**src/rtl/cof_pkg.sv**
```systemverilog
package cof_pkg;
  // Slot position of an incoming byte index: one pad byte follows the header.
  function automatic int unsigned byte_slot_pos(input int unsigned idx, input int unsigned hdr);
    return (idx < hdr) ? idx : idx + 1;
  endfunction

  // Next position for byte-wide reading: the pad position is skipped.
  function automatic int unsigned next_narrow_pos(input int unsigned pos, input int unsigned hdr);
    return (pos + 1 == hdr) ? pos + 2 : pos + 1;
  endfunction

  // True when a slot position holds the pad byte.
  function automatic bit is_pad_pos(input int unsigned pos, input int unsigned hdr);
    return pos == hdr;
  endfunction

  function automatic int unsigned wrap_slot(input int unsigned s, input int unsigned n);
    return (s + 1 >= n) ? 0 : s + 1;
  endfunction
endpackage

```
**src/rtl/cof_writer.sv**
```systemverilog
module cof_writer #(
  parameter int CELL_BYTES = 53,
  parameter int HDR_BYTES  = 5,
  parameter int SLOTS      = 4,
  parameter int SLOT_POS   = 54,
  parameter int ADDR_W     = 8,
  parameter int OCC_W      = 3
) (
  input  logic              clk,
  input  logic              rst_n,
  input  logic              in_valid,
  input  logic              in_sop,
  input  logic [OCC_W-1:0]  occ,
  output logic              we,
  output logic [ADDR_W-1:0] waddr,
  output logic              commit_evt,
  output logic              drop_evt
);
  localparam int IDX_W  = $clog2(CELL_BYTES);
  localparam int SLOT_W = (SLOTS > 1) ? $clog2(SLOTS) : 1;

  logic              active;
  logic [IDX_W-1:0]  idx;
  logic [SLOT_W-1:0] slot;
  logic              has_room, start, cont;
  logic [IDX_W-1:0]  idx_now;

  always_comb begin
    has_room   = occ < OCC_W'(SLOTS);
    start      = in_valid && in_sop && has_room;
    drop_evt   = in_valid && in_sop && !has_room;
    cont       = in_valid && !in_sop && active;
    we         = start || cont;
    idx_now    = start ? '0 : idx;
    commit_evt = cont && (32'(idx) == CELL_BYTES - 1);
    waddr      = ADDR_W'(32'(slot) * SLOT_POS
                 + cof_pkg::byte_slot_pos(32'(idx_now), HDR_BYTES));
  end

  always_ff @(posedge clk or negedge rst_n) begin
    if (!rst_n) begin
      active <= 1'b0;
      idx    <= '0;
      slot   <= '0;
    end else if (start) begin
      active <= 1'b1;
      idx    <= IDX_W'(1);
    end else if (drop_evt) begin
      active <= 1'b0;
      idx    <= '0;
    end else if (commit_evt) begin
      active <= 1'b0;
      idx    <= '0;
      slot   <= SLOT_W'(cof_pkg::wrap_slot(32'(slot), SLOTS));
    end else if (cont) begin
      idx    <= idx + 1'b1;
    end
  end
endmodule

```
**src/rtl/cof_store.sv**
```systemverilog
module cof_store #(
  parameter int DEPTH  = 216,
  parameter int ADDR_W = 8
) (
  input  logic              clk,
  input  logic              we,
  input  logic [ADDR_W-1:0] waddr,
  input  logic [7:0]        wdata,
  input  logic [ADDR_W-1:0] raddr,
  output logic [7:0]        lo_byte,
  output logic [7:0]        hi_byte
);
  logic [7:0] mem [DEPTH];
  logic [ADDR_W-1:0] raddr_hi;

  always_ff @(posedge clk) begin
    if (we) mem[waddr] <= wdata;
  end

  always_comb begin
    raddr_hi = raddr + 1'b1;
    lo_byte  = (32'(raddr) < DEPTH) ? mem[raddr] : 8'h00;
    hi_byte  = (32'(raddr_hi) < DEPTH) ? mem[raddr_hi] : 8'h00;
  end
endmodule

```
**src/rtl/cof_reader.sv**
```systemverilog
module cof_reader #(
  parameter int HDR_BYTES = 5,
  parameter int SLOTS     = 4,
  parameter int SLOT_POS  = 54,
  parameter int ADDR_W    = 8
) (
  input  logic              clk,
  input  logic              rst_n,
  input  logic              narrow_mode,
  input  logic              rd_en_n,
  input  logic              avail,
  input  logic [7:0]        lo_byte,
  input  logic [7:0]        hi_byte,
  output logic [ADDR_W-1:0] raddr,
  output logic [15:0]       rd_data,
  output logic              rd_sop,
  output logic              done_evt
);
  localparam int POS_W  = $clog2(SLOT_POS);
  localparam int SLOT_W = (SLOTS > 1) ? $clog2(SLOTS) : 1;

  logic [POS_W-1:0]  pos;
  logic [SLOT_W-1:0] slot;
  logic [7:0]        lo_v, hi_v;
  logic              fire, last;

  always_comb begin
    raddr    = ADDR_W'(32'(slot) * SLOT_POS + 32'(pos));
    lo_v     = cof_pkg::is_pad_pos(32'(pos), HDR_BYTES) ? 8'h00 : lo_byte;
    hi_v     = cof_pkg::is_pad_pos(32'(pos) + 1, HDR_BYTES) ? 8'h00 : hi_byte;
    rd_data  = !avail ? 16'h0000 : (narrow_mode ? {8'h00, lo_v} : {hi_v, lo_v});
    rd_sop   = avail && (pos == '0);
    fire     = avail && !rd_en_n;
    last     = narrow_mode ? (32'(pos) >= SLOT_POS - 1) : (32'(pos) >= SLOT_POS - 2);
    done_evt = fire && last;
  end

  always_ff @(posedge clk or negedge rst_n) begin
    if (!rst_n) begin
      pos  <= '0;
      slot <= '0;
    end else if (fire) begin
      if (last) begin
        pos  <= '0;
        slot <= SLOT_W'(cof_pkg::wrap_slot(32'(slot), SLOTS));
      end else if (narrow_mode) begin
        pos  <= POS_W'(cof_pkg::next_narrow_pos(32'(pos), HDR_BYTES));
      end else begin
        pos  <= pos + POS_W'(2);
      end
    end
  end
endmodule

```
**src/rtl/cell_out_fifo.sv**
```systemverilog
module cell_out_fifo #(
  parameter int CELL_BYTES = 53,
  parameter int HDR_BYTES  = 5,
  parameter int SLOTS      = 4,
  parameter int DROP_W     = 8
) (
  input  logic              clk,
  input  logic              rst_n,
  input  logic              narrow_mode,
  input  logic              in_valid,
  input  logic              in_sop,
  input  logic [7:0]        in_byte,
  input  logic              rd_en_n,
  output logic [15:0]       rd_data,
  output logic              rd_sop,
  output logic              cell_ready,
  output logic [DROP_W-1:0] drop_count
);
  localparam int SLOT_POS = CELL_BYTES + 1;
  localparam int DEPTH    = SLOTS * SLOT_POS;
  localparam int ADDR_W   = $clog2(DEPTH + 1);
  localparam int OCC_W    = $clog2(SLOTS + 1);

  logic [OCC_W-1:0]  occ;
  logic              we, commit_evt, drop_evt, done_evt;
  logic [ADDR_W-1:0] waddr, raddr;
  logic [7:0]        lo_byte, hi_byte;

  assign cell_ready = (occ != '0);

  cof_writer #(.CELL_BYTES(CELL_BYTES), .HDR_BYTES(HDR_BYTES), .SLOTS(SLOTS),
               .SLOT_POS(SLOT_POS), .ADDR_W(ADDR_W), .OCC_W(OCC_W)) u_wr (
    .clk(clk), .rst_n(rst_n), .in_valid(in_valid), .in_sop(in_sop), .occ(occ),
    .we(we), .waddr(waddr), .commit_evt(commit_evt), .drop_evt(drop_evt));

  cof_store #(.DEPTH(DEPTH), .ADDR_W(ADDR_W)) u_mem (
    .clk(clk), .we(we), .waddr(waddr), .wdata(in_byte), .raddr(raddr),
    .lo_byte(lo_byte), .hi_byte(hi_byte));

  cof_reader #(.HDR_BYTES(HDR_BYTES), .SLOTS(SLOTS), .SLOT_POS(SLOT_POS),
               .ADDR_W(ADDR_W)) u_rd (
    .clk(clk), .rst_n(rst_n), .narrow_mode(narrow_mode), .rd_en_n(rd_en_n),
    .avail(cell_ready), .lo_byte(lo_byte), .hi_byte(hi_byte), .raddr(raddr),
    .rd_data(rd_data), .rd_sop(rd_sop), .done_evt(done_evt));

  always_ff @(posedge clk or negedge rst_n) begin
    if (!rst_n) begin
      occ        <= '0;
      drop_count <= '0;
    end else begin
      case ({commit_evt, done_evt})
        2'b10:   occ <= occ + 1'b1;
        2'b01:   occ <= occ - 1'b1;
        default: occ <= occ;
      endcase
      if (drop_evt) drop_count <= drop_count + 1'b1;
    end
  end
endmodule

```
**config.mk**
```make
export PLATFORM = sky130hd
export DESIGN_NAME = cell_out_fifo
export DESIGN_NICKNAME = d
export VERILOG_FILES = /design/src/rtl/cof_pkg.sv /design/src/rtl/cof_writer.sv /design/src/rtl/cof_store.sv /design/src/rtl/cof_reader.sv /design/src/rtl/cell_out_fifo.sv
export SDC_FILE = /design/constraint.sdc
export NUM_CORES = 2
export LEC_CHECK = 0
export BUFFER_PORTS_ARGS = -buffer_cell sky130_fd_sc_hd__buf_2
export CAP_MARGIN = 30
export CORE_MARGIN = 8
export CORE_UTILIZATION = 28
export CTS_CLUSTER_SIZE = 12
export DETAILED_ROUTE_END_ITERATION = 7
export PLACE_DENSITY_LB_ADDON = 0.08
export SLEW_MARGIN = 20
export SYNTH_ARGS = -nofsm -noshare
export SYNTH_HDL_FRONTEND = slang
export SYNTH_SLANG_ARGS = --single-unit
```
**constraint.sdc**
```tcl
create_clock -name clk -period 12.6 [get_ports clk]
set_input_delay 3.78 -clock clk [delete_from_list [all_inputs] [get_ports clk]]
set_output_delay 3.78 -clock clk [all_outputs]
set_load 0.1 [all_outputs]
```
-- Word level (Yosys, flattened, before mapping)
Memories as Yosys holds them, arrays and structs flattened.
Cells that the tools add are included.
- memories: 1
- logic and storage cells: 82
- input bits: 14
- RAM bits: 1728
- bits in registers: 28
- reductions and logical operators: 20
- bitwise logic cells: 2
- equal/unequal tests: 5
- $add $sub $neg: 13
- order comparisons: 8
- multiply operators: 2
- muxes and demuxes: 24
- memories (name ; depth ; width ; rd ports ; clocked after Yosys merged registers in ; wr ports ; RTL line ; RTL):
    u_mem.mem ; 216 ; 8 ; 2 ; 0 ; 1 ; cof_store.sv:13 ; logic [7:0] mem [DEPTH];
- operators by type and width (operator ; count):
    6-bit 2-to-1 mux ; 8
    8-bit 2-to-1 mux ; 5
    16-bit 2-to-1 mux ; 2
    8-bit by 1-bit adder with 8-bit output, second input constant ; 2
    8-bit < comparator, second input constant ; 2
    6-bit by 1-bit adder with 7-bit output, second input constant ; 2
    2-bit by 5-bit multiplier with 7-bit output, second input constant ; 2
    6-bit by 2-bit adder with 6-bit output, second input constant ; 2
    6-bit greater-or-equal comparator, second input constant ; 2
    1-bit logical AND ; 9
    8-bit by 6-bit adder with 8-bit output ; 1
    8-bit adder ; 1
    7-bit by 3-bit equality test with 1-bit output, second input constant ; 1
    2-bit by 1-bit adder with 3-bit output, second input constant ; 2
    6-bit by 1-bit adder with 6-bit output, second input constant ; 1
    6-bit by 3-bit equality test with 1-bit output, second input constant ; 1
    6-bit equality test, second input constant ; 1
    3-bit greater-or-equal comparator, second input constant ; 2
    6-bit logical NOT ; 1
    6-bit by 3-bit < comparator with 1-bit output, second input constant ; 1
    1-bit 2-to-1 mux ; 6
    3-bit case mux with 2 select lines ; 1
    3-bit nonzero test ; 2
    2-bit 2-to-1 mux ; 2
    12 further kinds ; 15

-- Depth between registers and ports, before layout
- word-level depth: 8
- mapped depth: 21
- depth with buffers taken out: 19

-- By module
From an unflattened synthesis, not the netlist that was laid out.
- cells, all modules: 4408
- area, all modules: 84063.1 um^2
- modules (own cells, without submodules) (module ; area each (um^2) ; instances ; cells an instance ; sequential area each (um^2)):
    cof_store ; 81385.6 ; 1 ; 4103 ; 51889.8
    cof_writer ; 1132.3 ; 1 ; 135 ; 225.2
    cof_reader ; 1039.7 ; 1 ; 129 ; 200.2
    cell_out_fifo ; 505.5 ; 1 ; 41 ; 275.3

-- Worst setup path before layout
Ideal clock, no wire load.
- kind: in2out
- from: input port narrow_mode
- to: output port rd_data[13]
- path buffers: 0
- data arrival time: 6.394 ns
- path slack: 2.426 ns
- data required time: 8.820 ns
- stages on the path: 3
- cell sequence: nor2_1 > o311ai_4 > a211oi_1
- longest elaborated chain between the ends: 2
- RTL lines (what ; RTL line ; RTL):
    start: declaration ; cell_out_fifo.sv:9 ; input logic narrow_mode,
    16-bit 2-to-1 mux (2 in a row) ; cof_reader.sv:31 ; rd_data = !avail ? 16'h0000 : (narrow_mode ? {8'h00, lo_v} : {hi_v, lo_v});
    end: declaration ; cell_out_fifo.sv:14 ; output logic [15:0] rd_data,
Every way passes these cells.

-- Final worst setup path
- from: register u_rd.slot[0]
- to: output port rd_data[9]
- longest elaborated chain between the ends: 8
- elaborated cells between the ends (all ways): 9
- those cells by class: 2 x add/sub; 1 x mul; 1 x order compare; 4 x mux; 1 x memory
- RTL lines (what ; RTL line ; RTL):
    start: declaration ; cof_reader.sv:23 ; logic [SLOT_W-1:0] slot;
    start signal: assignment ; cof_reader.sv:45 ; slot <= SLOT_W'(cof_pkg::wrap_slot(32'(slot), SLOTS));
    2-bit by 5-bit multiplier with 7-bit output * ; cof_reader.sv:28 ; raddr = ADDR_W'(32'(slot) * SLOT_POS + 32'(pos));
    8-bit by 6-bit adder with 8-bit output * ; cof_reader.sv:28 ;
    8-bit by 1-bit adder with 8-bit output * ; cof_store.sv:21 ; raddr_hi = raddr + 1'b1;
    memory read 216 x 8 bit / 8-bit < comparator (equally long branches) ; n/a ;
    8-bit 2-to-1 mux * ; cof_store.sv:23 ; hi_byte = (32'(raddr_hi) < DEPTH) ? mem[raddr_hi] : 8'h00;
    8-bit 2-to-1 mux * ; cof_reader.sv:30 ; hi_v = cof_pkg::is_pad_pos(32'(pos) + 1, HDR_BYTES) ? 8'h00 : hi_byte;
    16-bit 2-to-1 mux * (2 in a row) ; cof_reader.sv:31 ;
Mark *: on every way between the ends. The rest lies on a longest branch, timed or not.

==> results by group <==
Run status
  • Status: completed

Synthesis
  • Yosys warning count: 0
  • Synthesis-stage register bit count: 1756
  • Asr flop ratio synth: 0.0159
  • Cell area after synthesis: 83800 um2
  • Cell variety after synth: 72
  • Mapped Cells: 4676
  • Syn Area/Cell: 17.9 um2
  • Main synth FF type: edfxtp_1
  • Post-synthesis sequential area ratio: 0.628
  • EDFF count, synth: 1728
  • Syn Nets: 4727

Detailed routing
  • Drt initial violations: 4969
  • Antenna Nets Post-Route: 0
  • Wire length per cell: 36.0 um
  • Drc violations: 0
  • Overall routed net length: 325000 um
  • Total iterations of the first detailed-routing run: 5
  • Vias: 49200
  • Vias per cell: 5.46

Layout
  • Layout cells sized above 1: 0.315
  • Most frequent cells in the layout: edfxtp_1 (1728), mux4_2 (852), nand2_1 (381), nor2_1 (274), buf_4 (247)
  • P&R area growth vs syn: 16.0%
  • Fin util: 0.325
  • Finished layout cell area: 97200 um2
  • Final-stage net count: 4925
  • Commonest non-fill, non-tap cell in the layout: edfxtp_1

GRT
  • Met2 Use GR: 0.331
  • GRT Util Overall: 0.200
  • GR peak layer: met2
  • Largest net degree at the start of global routing: 112
  • GR Layer Usage met1: 0.274
  • GRT Residual Overflow: 0
  • Antenna violations before repair: 18
  • Met3 Use GR: 0.0282
  • First-pass GRT wire length: 445000 um
  • Vias in the first global route: 51100

Die
  • Core area: 299000 um2
  • Die width: 563 um
  • Die area: 317000 um2
  • Rows: 201
  • Initial Util: 0.280
  • DIE HEIGHT: 563 um
  • Io pins: 40

STA
  • Fmax: 88.0 MHz
  • Crit path time final: 11.37 ns
  • # setup viols final: 0
  • Final Max Slew Viols: 0
  • Final Cycle Share: 0.902
  • Worst Skew: 0.0673 ns
  • Max_slew headroom: 0.247
  • RSZ-0062 raised after global routing: no
  • Slew @ Worst Pin: 1.13 ns
  • Final hold vios: 0
  • Post-route setup TNS: 0 ns

Clock tree
  • TritonCTS Buffers: 214
  • H-tree depth: 4
  • # clock sinks: 1756
  • Post-cts hold buffer count: 0
  • Clock Path Buffers: 4
  • Clock root cell: clkbuf_16
  • Clock slew at reported path FFs: 0.06 ns
  • CTS tree: yes
  • Post-cts resize count: 0
  • Postcts setup bufs: 0
  • Clk Latency, worst-skew pair: 0.91 ns

Setup path
  • Setup CP Type: flop to output port
  • Crit. End Element: output port
  • Critical path arrival: 7.59 ns
  • Max FO, Critical Path: 36
  • Worst EP required: 8.82 ns
  • Crit start category: flop

Run
  • Max Cap Viol: 0

Place
  • DP Area: 90100 um2
  • Dpl hpwl: 208000 um
  • GP Congestion: 0.809
  • IO buf count: 39

Worst hold path
  • Min-Delay Path Class: flop to flop

Power and ir drop
  • Power per cell area: 138 nW/um2
  • Tot Pwr: 13.5 mW
  • Worst VDD drop: 0.121 mV
  • Leak Pwr: 30.4 nW
## critical path: stages, from the launching register on
cell	delay, ns
dfrtp_1	0.48
inv_1	0.12
ha_1	0.34
inv_1	0.07
fa_4	0.97
nor3b_1	0.56
xnor3_4	0.88
buf_4	0.44
nand2_1	0.55
o22ai_1	0.32
or3_1	0.41
a31oi_1	0.55
o21a_1	0.42
buf_2	0.50
## registers in the layout, indices dropped and copies added, names as in the netlist
name,count
drop_count,8
u_mem.mem,1728
u_rd.pos,6
u_wr.idx,6
u_rd.slot,2
occ,3
u_wr.slot,2
u_wr.active,1
## layer usage
layer  wire (um)  part of all wire
met1      143000              0.44
met2      156000              0.48
met3       15500             0.048
met4       10600             0.033
met5           0                 0
## stage by stage
| step | hold WS [ns] | std cells | worst slack, ns |
|---|---|---|---|
| finish | 0.478 | 9011 | 1.23 |
| floorplan | 0.468 | 4676 | 2.43 |
| global route | 0.504 | 9008 | 1.08 |
| CTS | 0.487 | 8983 | 1.02 |
| global placement | 0.455 | 8499 | 1.87 |
| detailed placement | 0.475 | 8592 | 2.02 |
## power by group
part / internal (mW) / switching, mW / total, mW / leakage [nW]
logic: 0.290 / 0.581 / 0.870 / 11.1
registers: 6.43 / 0.00607 / 6.43 / 15.9
clock network: 3.60 / 2.55 / 6.16 / 3.37
total: 10.3 / 3.14 / 13.5 / 30.4
## cell families (layout without fill, tap and decap cells)
family,after synthesis,count (layout),share of synthesized area
simple gates,954,954,0.0479
flops,1756,1756,0.628
mux,1057,1057,0.254
compound gates,436,436,0.0363
fa+ha+maj,37,37,0.00579
other cells,0,4,0
buf+inv,384,757,0.0224
xor+xnor,52,52,0.00645
## path summary, 6_finish.rpt
| check | cells past startpoint | from | end | slack (ns) |
|---|---|---|---|---|
| max in group asynchronous | 1 | rst_n | u_rd.pos[0]$_DFFE_PN0P_ | 9.12 |
| hold / removal | 1 | drop_count[7]$_DFFE_PN0P_ | drop_count[7]$_DFFE_PN0P_ | 0.48 |
| hold reg to reg | 1 | drop_count[7]$_DFFE_PN0P_ | drop_count[7]$_DFFE_PN0P_ | 0.48 |
| min in group asynchronous | 1 | rst_n | u_wr.idx[4]$_DFFE_PN0P_ | 2.93 |
| setup reg to reg | 18 | occ[2]$_DFFE_PN0P_ | u_mem.mem[187][7]$_DFFE_PP_ | 6.42 |
| setup / recovery | 13 | u_rd.slot[0]$_DFFE_PN0P_ | rd_data[9] | 1.23 |
## synth_stat cells (all sizes together), types with 3 or more instances
master / n / share of area
a311oi: 8 / 0.00084
a21o: 3 / 0.00027
nand4: 11 / 0.00082
o21ai: 45 / 0.0027
fa: 3 / 0.00072
a22oi: 63 / 0.0056
ha: 34 / 0.0051
mux4: 852 / 0.23
a221oi: 27 / 0.0028
nand2: 398 / 0.018
and3: 21 / 0.0016
o211a: 6 / 0.00072
dfrtp: 28 / 0.0084
o21a: 3 / 0.00027
a2111oi: 6 / 0.00063
o2111ai: 18 / 0.0019
inv: 23 / 0.0010
nand3b: 3 / 0.00027
o311ai: 9 / 0.0011
edfxtp: 1728 / 0.62
or3: 5 / 0.00043
nor2b: 9 / 0.00067
o221ai: 5 / 0.00052
mux2i: 200 / 0.024
and2: 12 / 0.00090
o211ai: 53 / 0.0047
a32oi: 5 / 0.00052
a31oi: 29 / 0.0022
buf: 232 / 0.016
clkbuf: 129 / 0.0058
xor2: 16 / 0.0018
a22o: 3 / 0.00031
nor3: 33 / 0.0021
o22ai: 22 / 0.0016
mux2: 5 / 0.00067
nor4: 4 / 0.00030
a21oi: 84 / 0.0050
nor2: 311 / 0.014
a211oi: 33 / 0.0030
nand3: 141 / 0.0084
xnor2: 34 / 0.0041
## area by class of cell
type / instances / area [um2]
fillers: 28700 / 202000
flip-flops and latches: 1756 / 52600
multi-input cells: 2536 / 29700
clock buffers: 270 / 5740
well taps: 3958 / 4950
repair buffers: 343 / 3000
clock inverters: 121 / 1140
inverters: 23 / 88.8
diodes: 4 / 10.0
Note: power is estimated with default switching activity, not from simulation.
